### config.mk
export PLATFORM = sky130hd
export DESIGN_NAME = vid_ref_sequencer
export DESIGN_NICKNAME = d
export VERILOG_FILES = /design/src/rtl/vref_pkg.sv /design/src/rtl/vref_seq_fsm.sv /design/src/rtl/vref_slew_unit.sv /design/src/rtl/vid_ref_sequencer.sv
export SDC_FILE = /design/constraint.sdc
export NUM_CORES = 1
export LEC_CHECK = 0
export BUFFER_PORTS_ARGS = -buffer_cell sky130_fd_sc_hd__buf_2
export CAP_MARGIN = 10
export CORE_MARGIN = 1.5
export CORE_UTILIZATION = 52
export DETAILED_ROUTE_END_ITERATION = 8
export PLACE_DENSITY = 0.72
export SLEW_MARGIN = 25
export SYNTH_ARGS = -nofsm -noshare
export SYNTH_HDL_FRONTEND = slang
export SYNTH_SLANG_ARGS = --single-unit
### constraint.sdc
create_clock -name clk -period 2.66 [get_ports clk]
set_clock_uncertainty 0.05 [all_clocks]
set_input_delay 0.133 -clock clk [delete_from_list [all_inputs] [get_ports clk]]
set_output_delay 0.133 -clock clk [all_outputs]
set_load 0.02 [all_outputs]
### src/rtl/vref_pkg.sv
package vref_pkg;
  localparam int VID_W       = 7;
  localparam int LVL_W       = 7;
  localparam int LVL_MAX     = 120;  // 1500 mV in 12.5 mV steps
  localparam int LVL_MIN     = 24;   // 300 mV floor
  localparam int HMV_PER_LVL = 25;   // 12.5 mV in half-millivolts
  localparam int HMV_W       = 12;

  typedef enum logic [2:0] {
    ST_OFF, ST_DELAY, ST_RAMP, ST_HOLD, ST_TRACK
  } seq_state_e;

  function automatic logic [LVL_W-1:0] vid_to_lvl(input logic [VID_W-1:0] code);
    int c;
    c = int'(code);
    if (c >= LVL_MAX - LVL_MIN) return LVL_W'(LVL_MIN);
    return LVL_W'(LVL_MAX - c);
  endfunction

  function automatic logic [HMV_W-1:0] lvl_to_hmv(input logic [LVL_W-1:0] lvl);
    return HMV_W'(int'(lvl) * HMV_PER_LVL);
  endfunction

  function automatic logic lvl_adjacent(input logic [LVL_W-1:0] a,
                                        input logic [LVL_W-1:0] b);
    return (a == b + LVL_W'(1)) || (b == a + LVL_W'(1));
  endfunction
endpackage

### src/rtl/vref_seq_fsm.sv
module vref_seq_fsm
  import vref_pkg::*;
#(
  parameter int DELAY_US   = 200,
  parameter int STEP_US    = 16,
  parameter int RAMP_STEPS = 84,
  parameter int HOLD_US    = 60
) (
  input  logic       clk,
  input  logic       rst_n,
  input  logic       en,
  input  logic       tick,
  output seq_state_e state,
  output logic       load_start,
  output logic       ramp_step,
  output logic       enter_track
);
  localparam int TMR_W = $clog2(DELAY_US + STEP_US + HOLD_US + 1);
  localparam int CNT_W = $clog2(RAMP_STEPS + 1);

  logic [TMR_W-1:0] tmr;
  logic [CNT_W-1:0] nsteps;
  logic             delay_end, step_end, hold_end, last_step;

  assign delay_end = en && tick && (state == ST_DELAY) && (tmr == TMR_W'(DELAY_US - 1));
  assign step_end  = en && tick && (state == ST_RAMP)  && (tmr == TMR_W'(STEP_US - 1));
  assign hold_end  = en && tick && (state == ST_HOLD)  && (tmr == TMR_W'(HOLD_US - 1));
  assign last_step = (nsteps == CNT_W'(RAMP_STEPS - 1));

  assign load_start  = delay_end;
  assign ramp_step   = step_end;
  assign enter_track = hold_end;

  always_ff @(posedge clk) begin
    if (!rst_n || !en) begin
      state  <= ST_OFF;
      tmr    <= '0;
      nsteps <= '0;
    end else begin
      unique case (state)
        ST_OFF: begin
          state <= ST_DELAY;
          tmr   <= '0;
        end
        ST_DELAY: begin
          if (delay_end) begin
            state  <= ST_RAMP;
            tmr    <= '0;
            nsteps <= '0;
          end else if (tick) begin
            tmr <= tmr + TMR_W'(1);
          end
        end
        ST_RAMP: begin
          if (step_end) begin
            tmr    <= '0;
            nsteps <= nsteps + CNT_W'(1);
            if (last_step) state <= ST_HOLD;
          end else if (tick) begin
            tmr <= tmr + TMR_W'(1);
          end
        end
        ST_HOLD: begin
          if (hold_end) begin
            state <= ST_TRACK;
            tmr   <= '0;
          end else if (tick) begin
            tmr <= tmr + TMR_W'(1);
          end
        end
        default: state <= ST_TRACK;
      endcase
    end
  end
endmodule

### src/rtl/vref_slew_unit.sv
module vref_slew_unit
  import vref_pkg::*;
#(
  parameter int FRAC_W    = 4,
  parameter int SLOW_INC  = 1,
  parameter int FAST_INC  = 4,
  parameter int START_LVL = 4
) (
  input  logic             clk,
  input  logic             rst_n,
  input  logic             en,
  input  logic             tick,
  input  logic             dprslp,
  input  logic             load_start,
  input  logic             ramp_step,
  input  logic             track_en,
  input  logic             enter_track,
  input  logic [LVL_W-1:0] vid_lvl,
  output logic [LVL_W-1:0] lvl,
  output logic [LVL_W-1:0] req_lvl,
  output logic             step_evt
);
  localparam int INC_W   = FRAC_W + 1;
  localparam int ONE_INC = 1 << FRAC_W;

  logic [FRAC_W-1:0] acc;
  logic [INC_W-1:0]  inc, sum;
  logic              single_q, new_req, moving;

  assign new_req  = enter_track || (track_en && (vid_lvl != req_lvl));
  assign inc      = single_q ? INC_W'(ONE_INC) : (dprslp ? INC_W'(SLOW_INC) : INC_W'(FAST_INC));
  assign sum      = {1'b0, acc} + inc;
  assign moving   = track_en && !new_req && tick && (lvl != req_lvl);
  assign step_evt = moving && sum[FRAC_W];

  always_ff @(posedge clk) begin
    if (!rst_n || !en) begin
      lvl      <= '0;
      req_lvl  <= '0;
      acc      <= '0;
      single_q <= 1'b0;
    end else if (load_start) begin
      lvl <= LVL_W'(START_LVL);
    end else if (ramp_step) begin
      lvl <= lvl + LVL_W'(1);
    end else if (new_req) begin
      req_lvl  <= vid_lvl;
      single_q <= lvl_adjacent(vid_lvl, lvl);
      acc      <= '0;
    end else if (moving) begin
      acc <= sum[FRAC_W-1:0];
      if (step_evt) lvl <= (lvl < req_lvl) ? lvl + LVL_W'(1) : lvl - LVL_W'(1);
    end
  end
endmodule

### src/rtl/vid_ref_sequencer.sv
module vid_ref_sequencer
  import vref_pkg::*;
#(
  parameter int SS_DELAY_US  = 200,
  parameter int SS_RAMP_US   = 1400,
  parameter int BOOT_HOLD_US = 60,
  parameter int BOOT_LVL     = 88,   // 79 selects the 987.5 mV variant
  parameter int SS_START_LVL = 4,
  parameter int FRAC_W       = 4,
  parameter int SLOW_INC     = 1,
  parameter int FAST_INC     = 4
) (
  input  logic             clk,
  input  logic             rst_n,
  input  logic             en,
  input  logic             dprslp,
  input  logic             tick_us,
  input  logic [VID_W-1:0] vid,
  output logic [HMV_W-1:0] target_hmv,
  output logic             clken_n,
  output logic             busy
);
  localparam int RAMP_STEPS = BOOT_LVL - SS_START_LVL;
  localparam int STEP_US    = SS_RAMP_US / RAMP_STEPS;

  seq_state_e       state;
  logic             load_start, ramp_step, enter_track, step_evt;
  logic [LVL_W-1:0] vid_lvl, lvl, req_lvl;
  logic             track_en;

  assign vid_lvl  = vid_to_lvl(vid);
  assign track_en = (state == ST_TRACK);

  vref_seq_fsm #(
    .DELAY_US  (SS_DELAY_US),
    .STEP_US   (STEP_US),
    .RAMP_STEPS(RAMP_STEPS),
    .HOLD_US   (BOOT_HOLD_US)
  ) u_fsm (
    .clk        (clk),
    .rst_n      (rst_n),
    .en         (en),
    .tick       (tick_us),
    .state      (state),
    .load_start (load_start),
    .ramp_step  (ramp_step),
    .enter_track(enter_track)
  );

  vref_slew_unit #(
    .FRAC_W   (FRAC_W),
    .SLOW_INC (SLOW_INC),
    .FAST_INC (FAST_INC),
    .START_LVL(SS_START_LVL)
  ) u_slew (
    .clk        (clk),
    .rst_n      (rst_n),
    .en         (en),
    .tick       (tick_us),
    .dprslp     (dprslp),
    .load_start (load_start),
    .ramp_step  (ramp_step),
    .track_en   (track_en),
    .enter_track(enter_track),
    .vid_lvl    (vid_lvl),
    .lvl        (lvl),
    .req_lvl    (req_lvl),
    .step_evt   (step_evt)
  );

  assign target_hmv = lvl_to_hmv(lvl);
  assign clken_n    = !track_en;

  always_comb begin
    unique case (state)
      ST_OFF:   busy = 1'b0;
      ST_TRACK: busy = (lvl != req_lvl) || (req_lvl != vid_lvl);
      default:  busy = 1'b1;
    endcase
  end
endmodule

Word-level counts from Yosys, hierarchy flattened
Cells that the tools add are included.
{"block": "word_totals", "register_bits": 38, "input_bits": 12, "wordCells": 101}
{"block": "classes", "bitwise_logic": 2, "n_mux": 27, "n_reduce_logical": 35, "addsub": 7, "n_mul": 1, "eq_ne": 19, "magnitude_cmp": 2}
{"cell": "$mux W7", "count": 9}
{"cell": "$mux W9", "count": 4}
{"cell": "$pmux W9 S4", "count": 1}
{"cell": "$add A7 B1 Y7 const B", "count": 3}
{"cell": "$ne A7 B7 Y1", "count": 3}
{"cell": "$mux W3", "count": 6}
{"cell": "$reduce_and A3 Y1", "count": 5}
{"cell": "$eq A7 B7 Y1", "count": 2}
{"cell": "$pmux W7 S2", "count": 1}
{"cell": "$logic_and A1 B1 Y1", "count": 12}
{"cell": "$mul A7 B5 Y12 const B", "count": 1}
{"cell": "$pmux W3 S4", "count": 1}
{"cell": "$add A9 B1 Y9 const B", "count": 1}
{"cell": "$eq A9 B4 Y1 const B", "count": 1}
{"cell": "$eq A9 B6 Y1 const B", "count": 1}
{"cell": "$eq A9 B8 Y1 const B", "count": 1}
{"cell": "$mux W4", "count": 2}
{"cell": "$reduce_bool A2 Y1", "count": 4}
{"cell": "$eq A7 B7 Y1 const B", "count": 1}
{"cell": "$ge A7 B7 Y1 const B", "count": 1}
{"cell": "$lt A7 B7 Y1", "count": 1}
{"cell": "$sub A7 B1 Y7 const B", "count": 1}
{"cell": "$sub A7 B7 Y7 const A", "count": 1}
{"cell": "$eq A3 B2 Y1 const B", "count": 2}
{"cell": "17 further kinds", "count": 28}

Logic depth before layout (Yosys ltp)
{"block": "depth", "ltp_word": 16, "ltp_mapped": 12, "ltp_nobuf": 12}

Modules after synthesis
A second synthesis with hierarchy kept.
{"block": "unflattened", "cells_unflattened": 461, "hier_area_um2": 3762.4}
{"mod": "vref_slew_unit", "cells_each": 224, "area_each_um2": 1780.5, "instances": 1}
{"mod": "vref_seq_fsm", "cells_each": 135, "area_each_um2": 1149.9, "instances": 1}
{"mod": "vid_ref_sequencer", "cells_each": 102, "area_each_um2": 832.0, "instances": 1}

Worst setup path after synthesis
OpenSTA, ideal clock, no wires.
{"block": "synth_timing", "kind": "flip-flop to output port", "start": "register u_slew.lvl[2]", "end": "output target_hmv[11]", "path_stages_with_launch": 13, "t_required_ps": 2477, "setup_slack_ps": -485, "n_path_buf": 0, "arrival_ps": 2962, "path_cell_list": "dfxtp_1 > inv_1 > ha_1 > ha_1 > inv_1 > fa_1 > inv_1 > ha_1 > a21oi_1 > o21bai_1 > a21oi_1 > o21ai_0 > xor2_1"}
{"block": "synth_between", "elab_chain_len": 1}
{"item": "start: declaration", "line_no": "vref_slew_unit.sv:19", "text": "output logic [LVL_W-1:0] lvl,"}
{"item": "start signal: assignment", "line_no": "vref_slew_unit.sv:43", "text": "lvl <= LVL_W'(START_LVL);"}
{"item": "start signal: assignment", "line_no": "vref_slew_unit.sv:45", "text": "lvl <= lvl + LVL_W'(1);"}
{"item": "start signal: assignment", "line_no": "vref_slew_unit.sv:52", "text": "if (step_evt) lvl <= (lvl < req_lvl) ? lvl + LVL_W'(1) : lvl - LVL_W'(1);"}
{"item": "$mul A7 B5 Y12", "line_no": "vref_pkg.sv:21", "text": "return HMV_W'(int'(lvl) * HMV_PER_LVL);"}
{"item": "end: declaration", "line_no": "vid_ref_sequencer.sv:19", "text": "output logic [HMV_W-1:0] target_hmv,"}
Every way passes these cells.

Worst setup path in the final report
{"block": "layout_timing", "start": "register u_slew.lvl[2]", "end": "output target_hmv[10]"}
The elaborated chain is that of the path after synthesis.

==> flow_summary_export.csv <==
group,metric,value,unit
status,outcome,"finished with violations",
status,violations,"negative setup slack",
clocking,cts.root.buffer_cell,"clkbuf_8",
layout,finish.net_count,521,
routing,avgViaCountPerCell,5.76,
layout,finalNonFillerCells,539,
timing,timing.final.ws_setup,-0.414,ns
worst_hold_path,hold_path_depth,3,
timing,max_slew_violation_total_from_the_final_report,0,
layout,final_layout_size_suffix_gt1_frac,0.268,
clocking,cts.clk_slew.worst_paths,0.07,ns
grt,first_global_vias,3030,
clocking,tritoncts.num_buffers,5,
setup_path,reg2reg_depth,11,
logic_synthesis,synth_top_area_frac,0.228,
setup_path,setup.worst_path.start_class,"register",
clocking,clkLatencyLatePin,0.29,ns
logic_synthesis,synthMostInstantiatedCell,"ha_1",
logic_synthesis,synthesized_area_fraction_occupied_by_adder_cells,0.184,
floorplanning,coreArea,6280,sq um
logic_synthesis,syn_nets,458,
routing,drtIter0Drc,158,
timing,tightestPinTransition,0.647,ns
setup_path,worst-r2r-setup-slack,0.17,ns
floorplanning,die_width,83.1,microns
setup_path,crit_arrival,2.89,ns
logic_synthesis,yosys_warnings,0,
floorplanning,io_pins,26,
logic_synthesis,distinct_cell_type_count_after_synthesis,65,
power_and_ir_drop,ir_worst_vdd,276,uV
placement,gp_congestion,0.899,
routing,avgRoutedWirePerCell,15.0,microns
logic_synthesis,synth_enable_flop_cells,0,
grt,grt_antenna_before_repair,0,
setup_path,setup.worst_path.class,"register to output port",
routing,wl,8060,microns
floorplanning,dieArea,6910,sq um
routing,drt_first_pass_iters,4,
clocking,cts_tree,"done",
logic_synthesis,synth-main-ff-cell,"dfxtp_1",
logic_synthesis,avgSynthCellArea,8.39,sq um
grt,grt_remaining_overflow,0,
logic_synthesis,synth.yosys.seq_area_share,0.228,
setup_path,worst_reg2reg_startpoint,"u_slew.lvl[1]",
timing,fmax,325,MHz
logic_synthesis,area_of_the_mapped_netlist,3340,sq um
layout,postLayoutCellArea,4160,sq um
worst_hold_path,min-delay-start,"tick_us",
floorplanning,initial_core_util,0.532,
logic_synthesis,synth_cells,398,
setup_path,maximum_fanout_encountered_on_the_critical_timing_path,3,
layout,antenna-diode-count,0,
setup_path,endpoint_kind,"output port",
timing,max_slew_margin,0.567,
routing,drt.antenna.violating_nets,0,
clocking,clock_sink_count,38,
logic_synthesis,synth_compound_area_frac,0.169,
logic_synthesis,synth_top_family_by_area,"simple AND/OR/NAND/NOR gates",
clocking,cts_max_path_buffers,2,
clocking,cts.hold.buffers_added,0,
logic_synthesis,post_synth_most_frequent_cells,"ha_1 (46), dfxtp_1 (38), nor2_1 (37)",
logic_synthesis,synth.mux.area_fraction,0.0375,
placement,dpl_cell_area,3890,sq um
grt,global_route_wire_length_before_repair,13300,microns
setup_path,critical_path.reg2reg.endpoint,"u_slew.lvl[4]",
logic_synthesis,biggest_area_contributors_in_the_synthesized_netlist,"dfxtp_1 (23%), ha_1 (17%), xnor2_1 (6.8%)",
timing,unrepaired_setup_endpoints_after_global_routing,"true",
grt,grt_usage,0.232,
layout,area.growth.synth_to_final,24.7,%
setup_path,worst_ep_required_time,2.48,ns
worst_hold_path,timing.hold.worst.class,"primary input to register",
logic_synthesis,xor_and_xnor_fraction_of_the_mapped_netlist_area,0.107,
clocking,cts_max_level,2,
layout,fill_cells,518,
timing,finalSetupViolCount,5,
power_and_ir_drop,power.density_cell_area,264,nW/um^2
grt,maximum_number_of_pins_on_one_net_before_global_route_repair,23,
logic_synthesis,synth_top_area_cell,"dfxtp_1",
worst_hold_path,worst_hold_path.endpoint,"u_fsm.tmr[0]",
placement,port_buffers,25,
logic_synthesis,synth-simple-area-share,0.228,
run,maxcap_violations,0,
power_and_ir_drop,leak_pwr,1.83,nW
routing,post-route-drc-count,0,
timing,final_hold_viol_count,0,
placement,placedCellCount,528,
timing,min_cycle_time_layout,3.07,ns
timing,layout_worst_path_cycle_share,1.16,
logic_synthesis,synth_async_sr_flop_share,0,
placement,sum_of_net_half_perimeters_after_detailed_placement,6240,microns
floorplanning,placement_rows,29,
routing,num_vias,3103,
floorplanning,dieHeight,83.1,microns
logic_synthesis,synth.ff_latch_count,38,
==> cells by family (layout without fill, tap and decap cells) <==
| family | Yosys count | in the layout |
|---|---|---|
| xor gates and xnor gates | 40 | 40 |
| muxes | 12 | 12 |
| buffers and inverters | 36 | 100 |
| DFF | 38 | 38 |
| AOI/OAI and AO/OA | 80 | 80 |
| adders and majority gates | 48 | 48 |
| and+or+nand+nor | 144 | 144 |
==> critical path: stages (launching register included) <==
cell	delay, ns
dfxtp_4	0.37
inv_4	0.05
ha_4	0.24
ha_4	0.25
inv_2	0.03
fa_1	0.48
inv_2	0.05
ha_4	0.22
a21o_1	0.17
a21oi_2	0.15
o21bai_1	0.10
a21oi_2	0.20
xnor2_2	0.12
buf_4	0.15
==> layout by cell type (no fill, tap or decap), types with 6 or more instances in the layout <==
cell type  netlist  final
dfxtp_1         38     33
buf_4            3     47
buf_2            1     19
a21oi_1         26     22
nand3_1         10      9
ha_1            46     34
xnor2_1         26     22
nor2b_1          6      6
nor2_1          37     37
mux2i_1         10     10
nand4_1         14     14
inv_1           23     17
nor3_1          10     10
o21ai_0          9      8
xor2_1          13     12
nand2_1         31     31
ha_4             0     12
==> worst max path at each step <==
stage	start	to	slack, ns	cells past startpoint
3_5_place_dp	u_slew.lvl[1]	target_hmv[10]	-0.15	11
6_report	u_slew.lvl[2]	target_hmv[10]	-0.41	13
3_3_place_gp	u_slew.lvl[1]	target_hmv[10]	-0.08	11
4_1_cts	u_slew.lvl[2]	target_hmv[10]	-0.43	13
2_1_floorplan	u_slew.lvl[1]	target_hmv[11]	0.004	11
5_1_grt	u_slew.lvl[2]	target_hmv[10]	-0.53	13
==> flip-flops by register name, indices dropped and copies added, names as in the netlist <==
signal           cells
u_slew.lvl           7
u_fsm.tmr            9
u_slew.acc           4
u_fsm.nsteps         7
u_slew.req_lvl       7
u_slew.single_q      1
u_fsm.state          3
==> what timing repair did <==
item / CTS / global route
hold endpoints to repair: 0 / 0
endpoints found under the setup margin: 6 / 13
resized for setup: 17 / 9
pin swaps: 11 / 8
setup buffers: 2 / 1
==> through the flow <==
step                worst slack [ns]  TNS [ns]  hold WS (ns)  utilization  total power, mW
CTS                           -0.426     -1.37         0.142        0.651             1.10
floorplan                    0.00364         0         0.264            -            0.681
finish                        -0.414     -1.46         0.149        0.663             1.10
global route                  -0.530     -1.95         0.176        0.663             1.14
detailed placement            -0.149    -0.286         0.428        0.620            0.726
global placement             -0.0798    -0.131         0.419        0.620            0.724
==> where the power goes <==
group	internal (mW)	switching, mW
registers	0.567	0.00114
clock network	0.186	0.198
logic	0.0622	0.0861
==> final cells by class <==
class,count,area (sq um),share of cell area
clock buffers,8,80.1,0.0192
multi-input cells,324,2650,0.637
repair buffers,68,470,0.113
well taps,77,96.3,0.0231
flip-flops and latches,38,772,0.185
inverters,24,92.6,0.0222
==> layer usage <==
layer / vias to the layer above / share of wire / track usage
li1: 1564 / - / -
met1: 1454 / 0.46 / 0.298
met2: 71 / 0.48 / 0.401
met3: 14 / 0.038 / 0.0408
met4: 0 / 0.017 / 0.0667
met5: - / 0 / 0
No activity file was read; power rests on OpenSTA's default activity.
